File: config.mk
export PLATFORM = sky130hd
export DESIGN_NAME = sect_xlate_unit
export DESIGN_NICKNAME = d
export VERILOG_FILES = /design/src/rtl/sect_xlate_pkg.sv /design/src/rtl/sx_cfg_regs.sv /design/src/rtl/sx_tlb.sv /design/src/rtl/sx_domain_check.sv /design/src/rtl/sect_xlate_unit.sv
export SDC_FILE = /design/constraint.sdc
export NUM_CORES = 1
export LEC_CHECK = 0
export BUFFER_PORTS_ARGS = -buffer_cell sky130_fd_sc_hd__clkbuf_2
export CAP_MARGIN = 15
export CORE_MARGIN = 2
export CORE_UTILIZATION = 58
export CTS_BUF_LIST = sky130_fd_sc_hd__clkbuf_4
export DETAILED_ROUTE_END_ITERATION = 6
export GPL_ROUTABILITY_DRIVEN = 0
export GPL_TIMING_DRIVEN = 1
export HOLD_SLACK_MARGIN = 0.05
export PLACE_DENSITY_LB_ADDON = 0.05
export SLEW_MARGIN = 20
export SYNTH_ARGS = -nofsm -noshare
export SYNTH_HDL_FRONTEND = slang
export SYNTH_SLANG_ARGS = --single-unit
File: constraint.sdc
create_clock -name clk -period 4.7 [get_ports clk]
set_input_delay 0.235 -clock clk [delete_from_list [all_inputs] [get_ports clk]]
set_output_delay 0.235 -clock clk [all_outputs]
set_load 0.05 [all_outputs]
File: src/rtl/sect_xlate_pkg.sv
// Package: shared constants, the cached section record and the descriptor
// decoder for the section translation unit.
// Assumes 32-bit addresses, 1 MiB sections and 16 domains.
package sect_xlate_pkg;
    localparam int VA_W      = 32;
    localparam int SEC_LSB   = 20;
    localparam int IDX_W     = VA_W - SEC_LSB;
    localparam int TTB_ALIGN = IDX_W + 2;
    localparam int DOM_N     = 16;
    localparam int DOM_W     = $clog2(DOM_N);
    localparam int DOM_LSB   = 5;
    localparam int FSR_W     = DOM_W + 4;
    localparam int CFG_W     = 2;

    localparam logic [1:0] DESC_SECTION = 2'b10;
    localparam logic [3:0] FS_DOMAIN    = 4'h9;
    localparam logic [3:0] FS_XLATE     = 4'h5;

    localparam logic [CFG_W-1:0] SEL_BASE   = 2'd0;
    localparam logic [CFG_W-1:0] SEL_DOMAIN = 2'd1;
    localparam logic [CFG_W-1:0] SEL_ENABLE = 2'd2;

    typedef struct packed {
        logic [IDX_W-1:0] pa_hi;
        logic [DOM_W-1:0] dom;
        logic             cach;
        logic             buff;
    } sect_t;

    typedef enum logic {ST_IDLE, ST_WALK} walk_st_e;

    // Extract the fields of a section descriptor word
    function automatic sect_t decode_desc(input logic [VA_W-1:0] d);
        sect_t s;
        s.pa_hi = d[VA_W-1:SEC_LSB];
        s.dom   = d[DOM_LSB +: DOM_W];
        s.cach  = d[3];
        s.buff  = d[2];
        return s;
    endfunction
endpackage

File: src/rtl/sx_cfg_regs.sv
// Settings holder: table base (aligned to the table size), domain access
// word and translation enable.
// Assumes one write per cycle; the low base bits are discarded on write.
module sx_cfg_regs
    import sect_xlate_pkg::*;
(
    input  logic               clk,
    input  logic               rst_n,
    input  logic               cfg_we,
    input  logic [CFG_W-1:0]   cfg_sel,
    input  logic [VA_W-1:0]    cfg_wdata,
    output logic [VA_W-1:0]    ttb,
    output logic [2*DOM_N-1:0] dacr,
    output logic               xlate_en
);
    // Capture the selected setting on a write strobe
    always_ff @(posedge clk) begin
        if (!rst_n) begin
            ttb      <= '0;
            dacr     <= '0;
            xlate_en <= 1'b0;
        end else if (cfg_we) begin
            if (cfg_sel == SEL_BASE)
                ttb <= {cfg_wdata[VA_W-1:TTB_ALIGN], {TTB_ALIGN{1'b0}}};
            if (cfg_sel == SEL_DOMAIN)
                dacr <= cfg_wdata[2*DOM_N-1:0];
            if (cfg_sel == SEL_ENABLE)
                xlate_en <= cfg_wdata[0];
        end
    end
endmodule

File: src/rtl/sx_tlb.sv
// Descriptor cache: fully associative, ENTRIES deep, round-robin refill.
// Invalidate-all takes priority over a fill issued in the same cycle, and
// the victim pointer only moves when a fill is really written.
// Assumes the caller never fills a tag that is already present.
module sx_tlb
    import sect_xlate_pkg::*;
#(
    parameter int ENTRIES = 4
) (
    input  logic               clk,
    input  logic               rst_n,
    input  logic               inv_all,
    input  logic [IDX_W-1:0]   look_tag,
    output logic               hit,
    output logic [ENTRIES-1:0] hit_vec,
    output sect_t              hit_data,
    input  logic               fill_en,
    input  logic [IDX_W-1:0]   fill_tag,
    input  sect_t              fill_data
);
    localparam int PTR_W = (ENTRIES > 1) ? $clog2(ENTRIES) : 1;
    localparam logic [PTR_W-1:0] LAST = PTR_W'(ENTRIES - 1);

    logic [ENTRIES-1:0] valid_q;
    logic [IDX_W-1:0]   tag_q  [ENTRIES];
    sect_t              data_q [ENTRIES];
    logic [PTR_W-1:0]   victim_q;
    logic               do_fill;

    assign do_fill = fill_en && !inv_all;

    // Per-entry tag compare
    for (genvar g = 0; g < ENTRIES; g++) begin : g_cmp
        assign hit_vec[g] = valid_q[g] && (tag_q[g] == look_tag);
    end

    assign hit = |hit_vec;

    // Select the hitting entry's record
    always_comb begin
        hit_data = '0;
        for (int i = 0; i < ENTRIES; i++)
            if (hit_vec[i]) hit_data = sect_t'(hit_data | data_q[i]);
    end

    // Valid bits and round-robin victim pointer
    always_ff @(posedge clk) begin
        if (!rst_n) begin
            valid_q  <= '0;
            victim_q <= '0;
        end else if (inv_all) begin
            valid_q <= '0;
        end else if (do_fill) begin
            valid_q[victim_q] <= 1'b1;
            victim_q <= (victim_q == LAST) ? '0 : victim_q + PTR_W'(1);
        end
    end

    // Entry payload write on fill
    always_ff @(posedge clk) begin
        if (do_fill) begin
            tag_q[victim_q]  <= fill_tag;
            data_q[victim_q] <= fill_data;
        end
    end
endmodule

File: src/rtl/sx_domain_check.sv
// Domain and descriptor-type check: forms the physical address and
// attributes, or an abort with a packed fault status.
// Purely combinational; assumes the section record is already decoded.
module sx_domain_check
    import sect_xlate_pkg::*;
(
    input  logic [VA_W-1:0]    va,
    input  logic               is_sect,
    input  sect_t              sect,
    input  logic [2*DOM_N-1:0] dacr,
    output logic [VA_W-1:0]    pa,
    output logic               cach,
    output logic               buff,
    output logic               abort,
    output logic [FSR_W-1:0]   fsr
);
    logic [1:0] code;
    logic       allowed;

    assign code    = dacr[{sect.dom, 1'b0} +: 2];
    assign allowed = code[0];

    // Resolve translation result or fault
    always_comb begin
        pa    = '0;
        cach  = 1'b0;
        buff  = 1'b0;
        abort = 1'b1;
        fsr   = '0;
        if (!is_sect) begin
            fsr = {{DOM_W{1'b0}}, FS_XLATE};
        end else if (!allowed) begin
            fsr = {sect.dom, FS_DOMAIN};
        end else begin
            abort = 1'b0;
            pa    = {sect.pa_hi, va[SEC_LSB-1:0]};
            cach  = sect.cach;
            buff  = sect.buff;
        end
    end
endmodule

File: src/rtl/sect_xlate_unit.sv
// Section translation unit top: accepts a request, looks it up in the
// descriptor cache, walks the table on a miss, checks the domain and
// returns a one-cycle response.
// Assumes the memory port answers every held read eventually; responses
// are not back-pressured.
module sect_xlate_unit
    import sect_xlate_pkg::*;
#(
    parameter int TLB_ENTRIES = 4
) (
    input  logic             clk,
    input  logic             rst_n,
    input  logic             cfg_we,
    input  logic [1:0]       cfg_sel,
    input  logic [31:0]      cfg_wdata,
    input  logic             tlb_inv,
    input  logic             req_valid,
    output logic             req_ready,
    input  logic [31:0]      req_vaddr,
    output logic             rsp_valid,
    output logic [31:0]      rsp_paddr,
    output logic             rsp_cache,
    output logic             rsp_buffer,
    output logic             rsp_abort,
    output logic [7:0]       rsp_fsr,
    output logic [31:0]      fault_addr,
    output logic             mem_req,
    output logic [31:0]      mem_addr,
    input  logic             mem_rvalid,
    input  logic [31:0]      mem_rdata
);
    logic [VA_W-1:0]        ttb;
    logic [2*DOM_N-1:0]     dacr;
    logic                   xlate_en;
    walk_st_e               state_q;
    logic [VA_W-1:0]        va_q;
    logic                   tlb_hit;
    logic [TLB_ENTRIES-1:0] tlb_hit_vec;
    sect_t                  tlb_hit_data;
    sect_t                  walk_sect;
    logic                   walk_is_sect;
    logic                   in_walk;
    logic                   accept;
    logic                   bypass;
    logic                   walk_done;
    logic                   take_result;
    logic [VA_W-1:0]        chk_va;
    sect_t                  chk_sect;
    logic                   chk_is_sect;
    logic [VA_W-1:0]        chk_pa;
    logic                   chk_cach;
    logic                   chk_buff;
    logic                   chk_abort;
    logic [FSR_W-1:0]       chk_fsr;

    sx_cfg_regs u_cfg (
        .clk       (clk),
        .rst_n     (rst_n),
        .cfg_we    (cfg_we),
        .cfg_sel   (cfg_sel),
        .cfg_wdata (cfg_wdata),
        .ttb       (ttb),
        .dacr      (dacr),
        .xlate_en  (xlate_en)
    );

    assign in_walk      = (state_q == ST_WALK);
    assign req_ready    = !in_walk;
    assign accept       = req_valid && req_ready;
    assign bypass       = accept && !xlate_en;
    assign walk_done    = in_walk && mem_rvalid;
    assign take_result  = (accept && (!xlate_en || tlb_hit)) || walk_done;
    assign walk_sect    = decode_desc(mem_rdata);
    assign walk_is_sect = (mem_rdata[1:0] == DESC_SECTION);

    assign mem_req  = in_walk;
    assign mem_addr = {ttb[VA_W-1:TTB_ALIGN], va_q[VA_W-1:SEC_LSB], 2'b00};

    sx_tlb #(.ENTRIES(TLB_ENTRIES)) u_tlb (
        .clk       (clk),
        .rst_n     (rst_n),
        .inv_all   (tlb_inv),
        .look_tag  (req_vaddr[VA_W-1:SEC_LSB]),
        .hit       (tlb_hit),
        .hit_vec   (tlb_hit_vec),
        .hit_data  (tlb_hit_data),
        .fill_en   (walk_done && walk_is_sect),
        .fill_tag  (va_q[VA_W-1:SEC_LSB]),
        .fill_data (walk_sect)
    );

    // Checker input source: the walked descriptor while walking, else the cache hit
    always_comb begin
        if (in_walk) begin
            chk_va      = va_q;
            chk_sect    = walk_sect;
            chk_is_sect = walk_is_sect;
        end else begin
            chk_va      = req_vaddr;
            chk_sect    = tlb_hit_data;
            chk_is_sect = 1'b1;
        end
    end

    sx_domain_check u_chk (
        .va      (chk_va),
        .is_sect (chk_is_sect),
        .sect    (chk_sect),
        .dacr    (dacr),
        .pa      (chk_pa),
        .cach    (chk_cach),
        .buff    (chk_buff),
        .abort   (chk_abort),
        .fsr     (chk_fsr)
    );

    // Walk state machine and latched request address
    always_ff @(posedge clk) begin
        if (!rst_n) begin
            state_q <= ST_IDLE;
            va_q    <= '0;
        end else if (in_walk) begin
            if (mem_rvalid) state_q <= ST_IDLE;
        end else if (accept && xlate_en && !tlb_hit) begin
            state_q <= ST_WALK;
            va_q    <= req_vaddr;
        end
    end

    // Response register: one-cycle pulse with the resolved result
    always_ff @(posedge clk) begin
        if (!rst_n) begin
            rsp_valid  <= 1'b0;
            rsp_paddr  <= '0;
            rsp_cache  <= 1'b0;
            rsp_buffer <= 1'b0;
            rsp_abort  <= 1'b0;
            rsp_fsr    <= '0;
        end else begin
            rsp_valid <= take_result;
            if (bypass) begin
                rsp_paddr  <= req_vaddr;
                rsp_cache  <= 1'b0;
                rsp_buffer <= 1'b0;
                rsp_abort  <= 1'b0;
                rsp_fsr    <= '0;
            end else if (take_result) begin
                rsp_paddr  <= chk_pa;
                rsp_cache  <= chk_cach;
                rsp_buffer <= chk_buff;
                rsp_abort  <= chk_abort;
                rsp_fsr    <= chk_fsr;
            end
        end
    end

    // Fault address register: capture the address of each aborted access
    always_ff @(posedge clk) begin
        if (!rst_n)
            fault_addr <= '0;
        else if (take_result && !bypass && chk_abort)
            fault_addr <= chk_va;
    end
endmodule

==> out/results.txt, run 1 <==
share of cells above drive strength 1 - 30.2%
Reg2Reg Setup Slack - 0.74 ns
Mean Syn Cell Area - 11.1 um^2
Tcrit/Tclk final - 84.5%
peak supply drop - 233 uV
Max Clk Rate - 0.252 GHz
Worst-Skew Late Latency - 0.68 ns
ys flop type - dfxtp_1
register area - 6570 um^2
CTS clk-pin slew, worst paths - 0.06 ns
initial antenna violation count - 2
R2R Path Start - u_tlb.tag_q[1][0]
GRT Overall Usage - 29.6%
post-synth cell types - 56
Die Span Y - 145 um
CTS Sinks - 268
Post-DP Area - 12500 um^2
IO Pins - 214
vias in the first global route - 9310
Post-CTS Hold Fix Bufs - 86
final number of max-transition violations - 0
post-synthesis sequential area ratio - 57.0%
met2 routed WL - 15.0 mm
DRT Pass-1 Iters - 4
Crit path largest cell delay - 0.84 ns
worst hold stages - 3
worst slew pin tran - 0.992 ns
hold endpoint - va_q[28]
synthesis-stage register bit count - 268
Core Region - 19500 um^2
Max H-tree Level - 3
Worst Setup Start Kind - input pin
number of post-CTS setup repair buffers - 0
DRT antenna net count - 0
clk root buf - clkbuf_4
share of flip-flops with an asynchronous set or reset - 0%
die span in x - 145 um
first-pass GRT wire length - 49.8 mm
power per cell area - 369 nW/um^2
YS warnings - 0
status - finished, final reports clean
final setup TNS - 0 ns
initial core utilization - 59.2%
WL met3 - 2.51 mm
CTS Buffer Depth - 3
Critical Path AT - 4.48 ns
Die ar. - 21000 um^2
final instance area - 14400 um^2
Clock power frac - 40.4%
internal power of the cells - 3.90 mW
Setup Skew - 0.0469 ns
CTS tree - built
CP Capture Type - flop
Post-DP HPWL - 18.8 mm
DRT met1 WL - 13.3 mm
RR Endpoint - fault_addr[6]
row cnt - 51
Area Growth Syn to Fin - 24.6%
grt ovf - 0
DR iter-0 viols - 636
Final setup viols - 0
critical path's slowest cell - mux4_2
crit path kind - in2reg
CP Max Fanout - 32
most frequent cells in the layout - clkbuf_2, dfxtp_1, clkbuf_4
Net Sw Power - 1.40 mW
WL per Instance - 19.3 um
sw frac - 26.5%
area of the multi-input gates - 4480 um^2
Post-Route WL - 31.5 mm
post-cts resize count - 0
leakage power total - 5.48 nW
Data required, critical path - 5.21 ns
RSZ-0062 raised after global routing - no
minimum clock period - 3.97 ns
Reg2Reg Depth - 11
number of port buffers - 191
worst hold path type - in2reg
DR vias/cell - 5.76
Layout fillers - 1398
largest net degree at the start of global routing - 90
drt drc - 0
cell area after synthesis - 11500 um^2
Total Nets Final - 1416
Sequential Power Share - 47.6%
top layer reached by signal wires - met4
Via Count - 9392
slew margin rel. - 33.7%
crit path cell chain - dlygate4sd3_1 > clkbuf_2 > xnor2_1 > nand4_1 > nor4_1 > a211o_1 > o21a_1 > mux2i_1 > a22oi_1 > mux4_2 > buf_4 > a2111oi_2 > nor3_1
Combinational Power Share - 12.1%
TritonCTS buffer count - 70
commonest non-fill, non-tap cell in the layout - clkbuf_2
Synth Instances - 1038
hold_sp - req_vaddr[28]
MaxCap Viol Count - 0
Post-synth EDFFs - 120
Fin. Hold Viols - 0
[power by group through the flow]
stage | Combinational, mW | Sequential (mW) | Clock, mW
after global routing | 0.678 | 2.52 | 2.29
after global placement | 0.571 | 2.57 | 0
after CTS | 0.634 | 2.52 | 2.17
final | 0.639 | 2.52 | 2.14
after detailed placement | 0.577 | 2.57 | 0
after floorplan | 0.255 | 2.73 | 0
[layout make-up]
cell class	count	share of cell area, %
clock inverter	6	0.348
inverter	5	0.148
antenna	2	0.0348
clock buffer	121	6.32
sequential	268	45.7
multi-input combinational	661	31.2
timing repair buffer	302	13.9
tap	265	2.31
[worst max-delay path by stage]
stage | slack (ns) | startpoint | end | depth (start not counted)
after global routing | 0.52 | u_tlb.tag_q[1][6] | fault_addr[22] | 10
final | 0.73 | req_vaddr[31] | fault_addr[6] | 13
after detailed placement | 0.65 | req_vaddr[31] | fault_addr[6] | 12
after global placement | 0.72 | req_vaddr[20] | fault_addr[10] | 12
after floorplan | 1.37 | req_vaddr[28] | fault_addr[15] | 12
after CTS | 0.78 | u_tlb.tag_q[1][0] | fault_addr[6] | 11
[synth_stat cells, drive strengths merged (5+ instances only)]
master,count,share of area [%]
dfxtp,148,26
edfxtp,120,31
a21oi,101,4.4
nand2,90,2.9
a22oi,70,4.6
nor2,68,2.2
clkbuf,65,2.1
buf,41,2.3
xnor2,41,3.1
mux2i,40,3.5
nor3,34,1.5
a2111oi,33,3.5
a31oi,33,1.9
mux2,33,3.2
o211ai,21,1.4
o21ai,15,0.65
nand3,11,0.48
nand4,11,0.60
nor4,7,0.75
xor2,7,0.53
inv,5,0.16
nand2b,5,0.27
[per-stage QoR]
stage / hold slack, ns / util [%] / instances / power (mW) / worst slack [ns]
2_1_floorplan: 0.334 / - / 1040 / 2.98 / 1.37
3_3_place_gp: 0.441 / 64.4 / 1415 / 3.14 / 0.722
3_5_place_dp: 0.446 / 64.4 / 1415 / 3.15 / 0.654
4_1_cts: 0.0533 / 73.8 / 1628 / 5.32 / 0.776
5_1_grt: 0.0730 / 73.8 / 1630 / 5.50 / 0.519
6_report: 0.0688 / 73.8 / 1630 / 5.30 / 0.729
[critical path: cells and delay by family]
kind | cells | cell delay, ns
and+or+nand+nor | 3 | 0.59
muxes | 2 | 1.15
xor gates and xnor gates | 1 | 0.27
buffers and inverters | 3 | 1.12
AOI/OAI and AO/OA | 4 | 1.09
[flip-flops by register name, indices dropped and copies added (netlist names), 2 cells and up]
name / flops
rsp_paddr: 32
u_tlb.victim_q: 2
u_cfg.ttb: 18
u_cfg.dacr: 16
rsp_fsr: 7
u_tlb.valid_q: 4
u_tlb.tag_q: 48
va_q: 32
u_tlb.data_q: 72
fault_addr: 32
[layer usage]
metal  GRT usage (%)  vias to the layer above
li1                -                     4443
met1            39.4                     4499
met2            47.0                      402
met3            7.61                       48
met4            10.7                        0
met5               0                        -
[cell families after synthesis]
| kind of cell | Yosys count | share of synthesized area [%] |
|---|---|---|
| flip-flops | 268 | 57.0 |
| buffers and inverters | 111 | 4.58 |
| other | 1 | 0.0325 |
| multiplexers | 74 | 6.89 |
| adder cells (fa/ha/maj) | 4 | 0.434 |
| XOR/XNOR | 48 | 3.65 |
| AND/OR/NAND/NOR | 242 | 9.75 |
| AO/OA/AOI/OAI | 290 | 17.7 |
No activity file was read; power rests on OpenSTA's default activity.
==> inputs of run 2 (changes only) <==
==> constraint.sdc (replaced) <==
create_clock -name clk -period 3.7 [get_ports clk]
set_input_delay 0.185 -clock clk [delete_from_list [all_inputs] [get_ports clk]]
set_output_delay 0.185 -clock clk [all_outputs]
set_load 0.05 [all_outputs]
==> out/results.txt, run 2 (synthesis results as in run 1) <==
first-pass GRT wire length - 50.2 mm (was 49.8 mm)
vias in the first global route - 9598 (was 9310)
max reg flops - 72 (unchanged)
Fin. Hold Viols - 0 (unchanged)
leakage power total - 5.59 nW (was 5.48 nW)
Most flops, register - u_tlb.data_q (unchanged)
Post-DP Area - 12700 um^2 (was 12500 um^2)
Reg2Reg Depth - 11 (unchanged)
CTS clk-pin slew, worst paths - 0.06 ns (about the same)
worst slew pin tran - 1.04 ns (was 0.992 ns)
IO Pins - 214 (unchanged)
Core Region - 19500 um^2 (unchanged)
Critical Path AT - 4.14 ns (was 4.48 ns)
Net Sw Power - 1.81 mW (was 1.40 mW)
slew margin rel. - 30.8% (was 33.7%)
TritonCTS buffer count - 72 (was 70)
final number of max-transition violations - 0 (unchanged)
worst hold path type - in2reg (unchanged)
grt ovf - 0 (unchanged)
Worst-Skew Late Latency - 0.67 ns (was 0.68 ns)
clk root buf - clkbuf_4 (unchanged)
Combinational Power Share - 12.3% (was 12.1%)
internal power of the cells - 4.93 mW (was 3.90 mW)
crit path cell chain - xnor2_1 > nand4_1 > nor4_4 > a211o_1 > o21a_2 > mux2i_1 > a22oi_1 > mux4_2 > buf_12 > a2111oi_1 > nor3_1 (was dlygate4sd3_1 > clkbuf_2 > xnor2_1 > nand4_1 > nor4_1 > a211o_1 > o21a_1 > mux2i_1 > a22oi_1 > mux4_2 > buf_4 > a2111oi_2 > nor3_1)
Die Span Y - 145 um (unchanged)
Worst Path Buf+Inv - 1 (was 3)
fin util - 75.2% (was 73.8%)
GRT Overall Usage - 29.6% (about the same)
Tcrit/Tclk final - 97.4%
largest net degree at the start of global routing - 100 (was 90)
Die ar. - 21000 um^2 (unchanged)
Post-Layout Cell Count - 1657 (was 1630)
hold endpoint - va_q[22] (was va_q[28])
drt drc - 0 (unchanged)
minimum clock period - 3.60 ns
number of port buffers - 191 (unchanged)
Sequential Power Share - 47.5% (was 47.6%)
initial antenna violation count - 2 (unchanged)
Via Count - 9712 (was 9392)
CP Max Fanout - 33 (was 32)
DP Cell Count - 1426 (was 1415)
RR Endpoint - fault_addr[0] (was fault_addr[6])
Post-Route WL - 32.0 mm (was 31.5 mm)
crit path kind - reg2reg (was in2reg)
Worst Setup Start Kind - flop (was input pin)
WL per Instance - 19.3 um (about the same)
Layout fillers - 1390 (was 1398)
Post-DP HPWL - 18.9 mm (was 18.8 mm)
MaxCap Viol Count - 0 (unchanged)
CTS Buffer Depth - 3 (unchanged)
critical path's slowest cell - a2111oi_1 (was mux4_2)
most frequent cells in the layout - clkbuf_2, dfxtp_1, edfxtp_1 (was clkbuf_2, dfxtp_1, clkbuf_4)
area of the multi-input gates - 4500 um^2 (was 4480 um^2)
Max H-tree Level - 3 (unchanged)
share of cells above drive strength 1 - 30.5% (was 30.2%)
power per cell area - 460 nW/um^2 (was 369 nW/um^2)
commonest non-fill, non-tap cell in the layout - clkbuf_2 (unchanged)
Total Nets Final - 1443 (was 1416)
Max Clk Rate - 0.277 GHz
peak supply drop - 303 uV (was 233 uV)
CTS tree - built (unchanged)
Clock power frac - 40.2% (was 40.4%)
status - finished, final reports clean (unchanged)
Area Growth Syn to Fin - 27.0% (was 24.6%)
Crit path largest cell delay - 0.59 ns (was 0.84 ns)
row cnt - 51 (unchanged)
hold_sp - req_vaddr[22] (was req_vaddr[28])
sw frac - 26.8% (was 26.5%)
register area - 6570 um^2 (unchanged)
DR iter-0 viols - 621 (was 636)
Data required, critical path - 4.23 ns (was 5.21 ns)
die span in x - 145 um (unchanged)
R2R Path Start - u_tlb.tag_q[0][0] (was u_tlb.tag_q[1][0])
Crit path max-delay family - compound AO/OA/AOI/OAI gates (was multiplexers)
Setup Skew - 0.0388 ns (was 0.0469 ns)
worst hold stages - 4 (was 3)
CTS Sinks - 268 (unchanged)
DR vias/cell - 5.86 (was 5.76)
DRT Pass-1 Iters - 5 (was 4)
DRT antenna net count - 0 (unchanged)
final instance area - 14600 um^2 (was 14400 um^2)
CP Capture Type - flop (unchanged)
Final setup viols - 0 (unchanged)
Top Registers - u_tlb.data_q x72, u_tlb.tag_q x48 (unchanged)
initial core utilization - 59.2% (unchanged)
Reg2Reg Setup Slack - 0.1 ns (was 0.74 ns)
## run 2: what timing repair did
action | CTS | global route
hold buffers | 95 | 0
gates resized for setup | 0 | 7
buffers inserted | 0 | 4
endpoints found under the hold margin | 203 | 0
endpoints found under the setup margin | 0 | 25
## run 2: tightest hold or removal path, delay by kind of cell
family	cells	cell delay, ns
buffers and inverters	2	0.39
and+or+nand+nor	1	0.07
muxes	1	0.06
## run 2: layout make-up
type,instances,area share [%]
inverters,5,0.145
flip-flops and latches,268,44.9
repair buffers,326,15.5
well taps,265,2.26
clock buffers,118,6.05
diodes,2,0.0342
multi-input cells,662,30.7
clock inverters,11,0.461
## run 2: per-stage QoR
stage          total power, mW  setup WS, ns  TNS [ns]  hold WS, ns
6_report                  6.74        0.0956         0       0.0930
5_1_grt                   6.99       -0.0598   -0.0598        0.107
4_1_cts                   6.76         0.127         0       0.0576
3_5_place_dp              4.01        0.0966         0        0.416
3_3_place_gp              4.00         0.143         0        0.408
2_1_floorplan             3.79         0.410         0        0.284
## run 2: power by group through the flow
stage / registers, mW / logic [mW] / clock network, mW
2_1_floorplan: 3.47 / 0.324 / 0
3_3_place_gp: 3.26 / 0.736 / 0
3_5_place_dp: 3.26 / 0.743 / 0
4_1_cts: 3.20 / 0.819 / 2.74
5_1_grt: 3.21 / 0.879 / 2.91
6_report: 3.20 / 0.831 / 2.71
## run 2: per-layer routing
layer  vias up  routed length, um  share of wire [%]  global-route usage (%)
li1       4500                  -                  -                       -
met1      4673              12900                 40                    37.8
met2       453              15300                 48                    48.1
met3        86               2690                8.4                    7.67
met4         0               1090                3.4                    12.7
met5         -                  0                  0                       0
## run 2: worst max-delay path by stage
stage,start,end,cells after the start
6_report,u_tlb.tag_q[0][0],fault_addr[0],11
5_1_grt,u_tlb.tag_q[2][8],fault_addr[0],10
4_1_cts,u_tlb.tag_q[2][8],rsp_paddr[31],12
3_5_place_dp,req_vaddr[20],fault_addr[21],12
3_3_place_gp,req_vaddr[20],rsp_paddr[31],13
2_1_floorplan,u_tlb.tag_q[2][8],fault_addr[15],11
==> inputs of run 3 (changes only) <==
--- a/config.mk
+++ b/config.mk
@@ -15,6 +15,7 @@
 export GPL_TIMING_DRIVEN = 1
 export HOLD_SLACK_MARGIN = 0.05
 export PLACE_DENSITY_LB_ADDON = 0.05
+export SETUP_SLACK_MARGIN = 0.1
 export SLEW_MARGIN = 20
 export SYNTH_ARGS = -nofsm -noshare
 export SYNTH_HDL_FRONTEND = slang
==> out/results.txt, run 3 (synthesis results as in run 1) <==
status - finished, final reports clean (unchanged)
Most flops, register - u_tlb.data_q (unchanged)
Crit path largest cell delay - 0.60 ns (was 0.59 ns)
Final setup viols - 0 (unchanged)
share of cells above drive strength 1 - 31.2% (was 30.5%)
drt drc - 0 (unchanged)
max reg flops - 72 (unchanged)
number of port buffers - 191 (unchanged)
CTS clk-pin slew, worst paths - 0.06 ns (about the same)
CTS Sinks - 268 (unchanged)
WL per Instance - 19.3 um (about the same)
CP Capture Type - flop (unchanged)
Worst-Skew Late Latency - 0.67 ns (about the same)
Critical Path AT - 4.09 ns (was 4.14 ns)
Post-DP HPWL - 18.9 mm (unchanged)
CTS tree - built (unchanged)
crit path cell chain - xor2_1 > or4_4 > nor4_4 > a22oi_2 > a31oi_4 > a22oi_1 > mux4_2 > buf_12 > a2111oi_1 > nor3_1 (was xnor2_1 > nand4_1 > nor4_4 > a211o_1 > o21a_2 > mux2i_1 > a22oi_1 > mux4_2 > buf_12 > a2111oi_1 > nor3_1)
slew margin rel. - 30.1% (was 30.8%)
worst slew pin tran - 1.05 ns (was 1.04 ns)
DRT antenna net count - 0 (unchanged)
Fin. Hold Viols - 0 (unchanged)
final instance area - 14700 um^2 (was 14600 um^2)
clk root buf - clkbuf_4 (unchanged)
Area Growth Syn to Fin - 27.6% (was 27.0%)
crit path kind - reg2reg (unchanged)
CTS Buffer Depth - 3 (unchanged)
largest net degree at the start of global routing - 100 (unchanged)
row cnt - 51 (unchanged)
Max H-tree Level - 3 (unchanged)
grt ovf - 0 (unchanged)
Post-Route WL - 31.9 mm (was 32.0 mm)
TritonCTS buffer count - 72 (unchanged)
minimum clock period - 3.56 ns (was 3.60 ns)
critical path's slowest cell - a2111oi_1 (unchanged)
first-pass GRT wire length - 50.2 mm (unchanged)
CP Max Fanout - 33 (unchanged)
Top Registers - u_tlb.data_q x72, u_tlb.tag_q x48 (unchanged)
initial core utilization - 59.2% (unchanged)
most frequent cells in the layout - clkbuf_2, dfxtp_1, edfxtp_1 (unchanged)
DR iter-0 viols - 633 (was 621)
worst hold path type - in2reg (unchanged)
Total Nets Final - 1443 (unchanged)
DRT Pass-1 Iters - 5 (unchanged)
initial antenna violation count - 2 (unchanged)
final number of max-transition violations - 0 (unchanged)
Max Clk Rate - 0.281 GHz (was 0.277 GHz)
Via Count - 9654 (was 9712)
Die Span Y - 145 um (unchanged)
power per cell area - 459 nW/um^2 (was 460 nW/um^2)
final setup TNS - 0 ns (unchanged)
commonest non-fill, non-tap cell in the layout - clkbuf_2 (unchanged)
peak supply drop - 287 uV (was 303 uV)
Tcrit/Tclk final - 96.2% (was 97.4%)
GRT Overall Usage - 29.6% (unchanged)
Die ar. - 21000 um^2 (unchanged)
Post-DP Area - 12700 um^2 (unchanged)
DR vias/cell - 5.83 (was 5.86)
die span in x - 145 um (unchanged)
Data required, critical path - 4.23 ns (about the same)
vias in the first global route - 9598 (unchanged)
Worst Setup Start Kind - flop (unchanged)
MaxCap Viol Count - 0 (unchanged)
leakage power total - 5.61 nW (was 5.59 nW)
Setup Skew - 0.0452 ns (was 0.0388 ns)
Core Region - 19500 um^2 (unchanged)
IO Pins - 214 (unchanged)
-- run 3: worst paths after layout --
kind / start / endpoint / slack, ns / cells past startpoint
worst max-delay path: u_tlb.tag_q[2][8] / fault_addr[0] / 0.14 / 10
worst min-delay path: req_vaddr[22] / va_q[22] / 0.08 / 4
worst max register to register: u_tlb.tag_q[2][8] / fault_addr[0] / 0.14 / 10
worst min register to register: u_cfg.ttb[27] / u_cfg.ttb[27] / 0.46 / 2
-- run 3: where the power goes --
part	leakage [nW]	switching, mW	total (mW)	internal (mW)
registers	2.26	0.0477	3.20	3.15
clock network	0.575	1.21	2.71	1.50
logic	2.78	0.556	0.835	0.279
total	5.61	1.81	6.75	4.94
-- run 3: critical path, delay by kind of cell (launching register included) --
| family | cells | cell delay [ns] |
|---|---|---|
| buffers and inverters | 1 | 0.20 |
| multiplexers | 1 | 0.53 |
| AO/OA/AOI/OAI | 4 | 1.19 |
| XOR/XNOR | 1 | 0.19 |
| AND/OR/NAND/NOR | 3 | 0.90 |
| flip-flops | 1 | 0.38 |
-- run 3: metrics by stage --
stage | std cells | setup slack [ns] | util (%) | total power, mW | hold slack (ns)
floorplan | 1040 | 0.410 | - | 3.79 | 0.284
global placement | 1426 | 0.143 | 65.1 | 4.00 | 0.408
detailed placement | 1426 | 0.0966 | 65.1 | 4.01 | 0.416
CTS | 1650 | 0.127 | 74.9 | 6.76 | 0.0576
global route | 1657 | -0.0170 | 75.6 | 7.00 | 0.107
finish | 1657 | 0.142 | 75.6 | 6.75 | 0.0847
-- run 3: metal layers --
layer  GRT usage [%]  wire length (um)  vias to the layer above
met1            37.8             13000                     4646
li1                -                 -                     4506
met2            48.1             15300                      425
met4            12.7              1010                        0
met5               0                 0                        -
met3            7.67              2610                       77
-- run 3: cell type report --
class,count,area [um^2]
Sequential cell,268,6570
Inverter,5,21.3
Clock inverter,11,67.6
Timing Repair Buffer,326,2270
Fill cell,1377,4750
Clock buffer,118,886
Antenna cell,2,5.00
Multi-Input combinational cell,662,4560
Tap cell,265,332
-- run 3: timing repair --
item,in CTS,in global routing
resized for setup,0,20
endpoints found under the setup margin,0,64
setup buffers,0,4
hold buffers,95,0
hold endpoints to repair,203,0
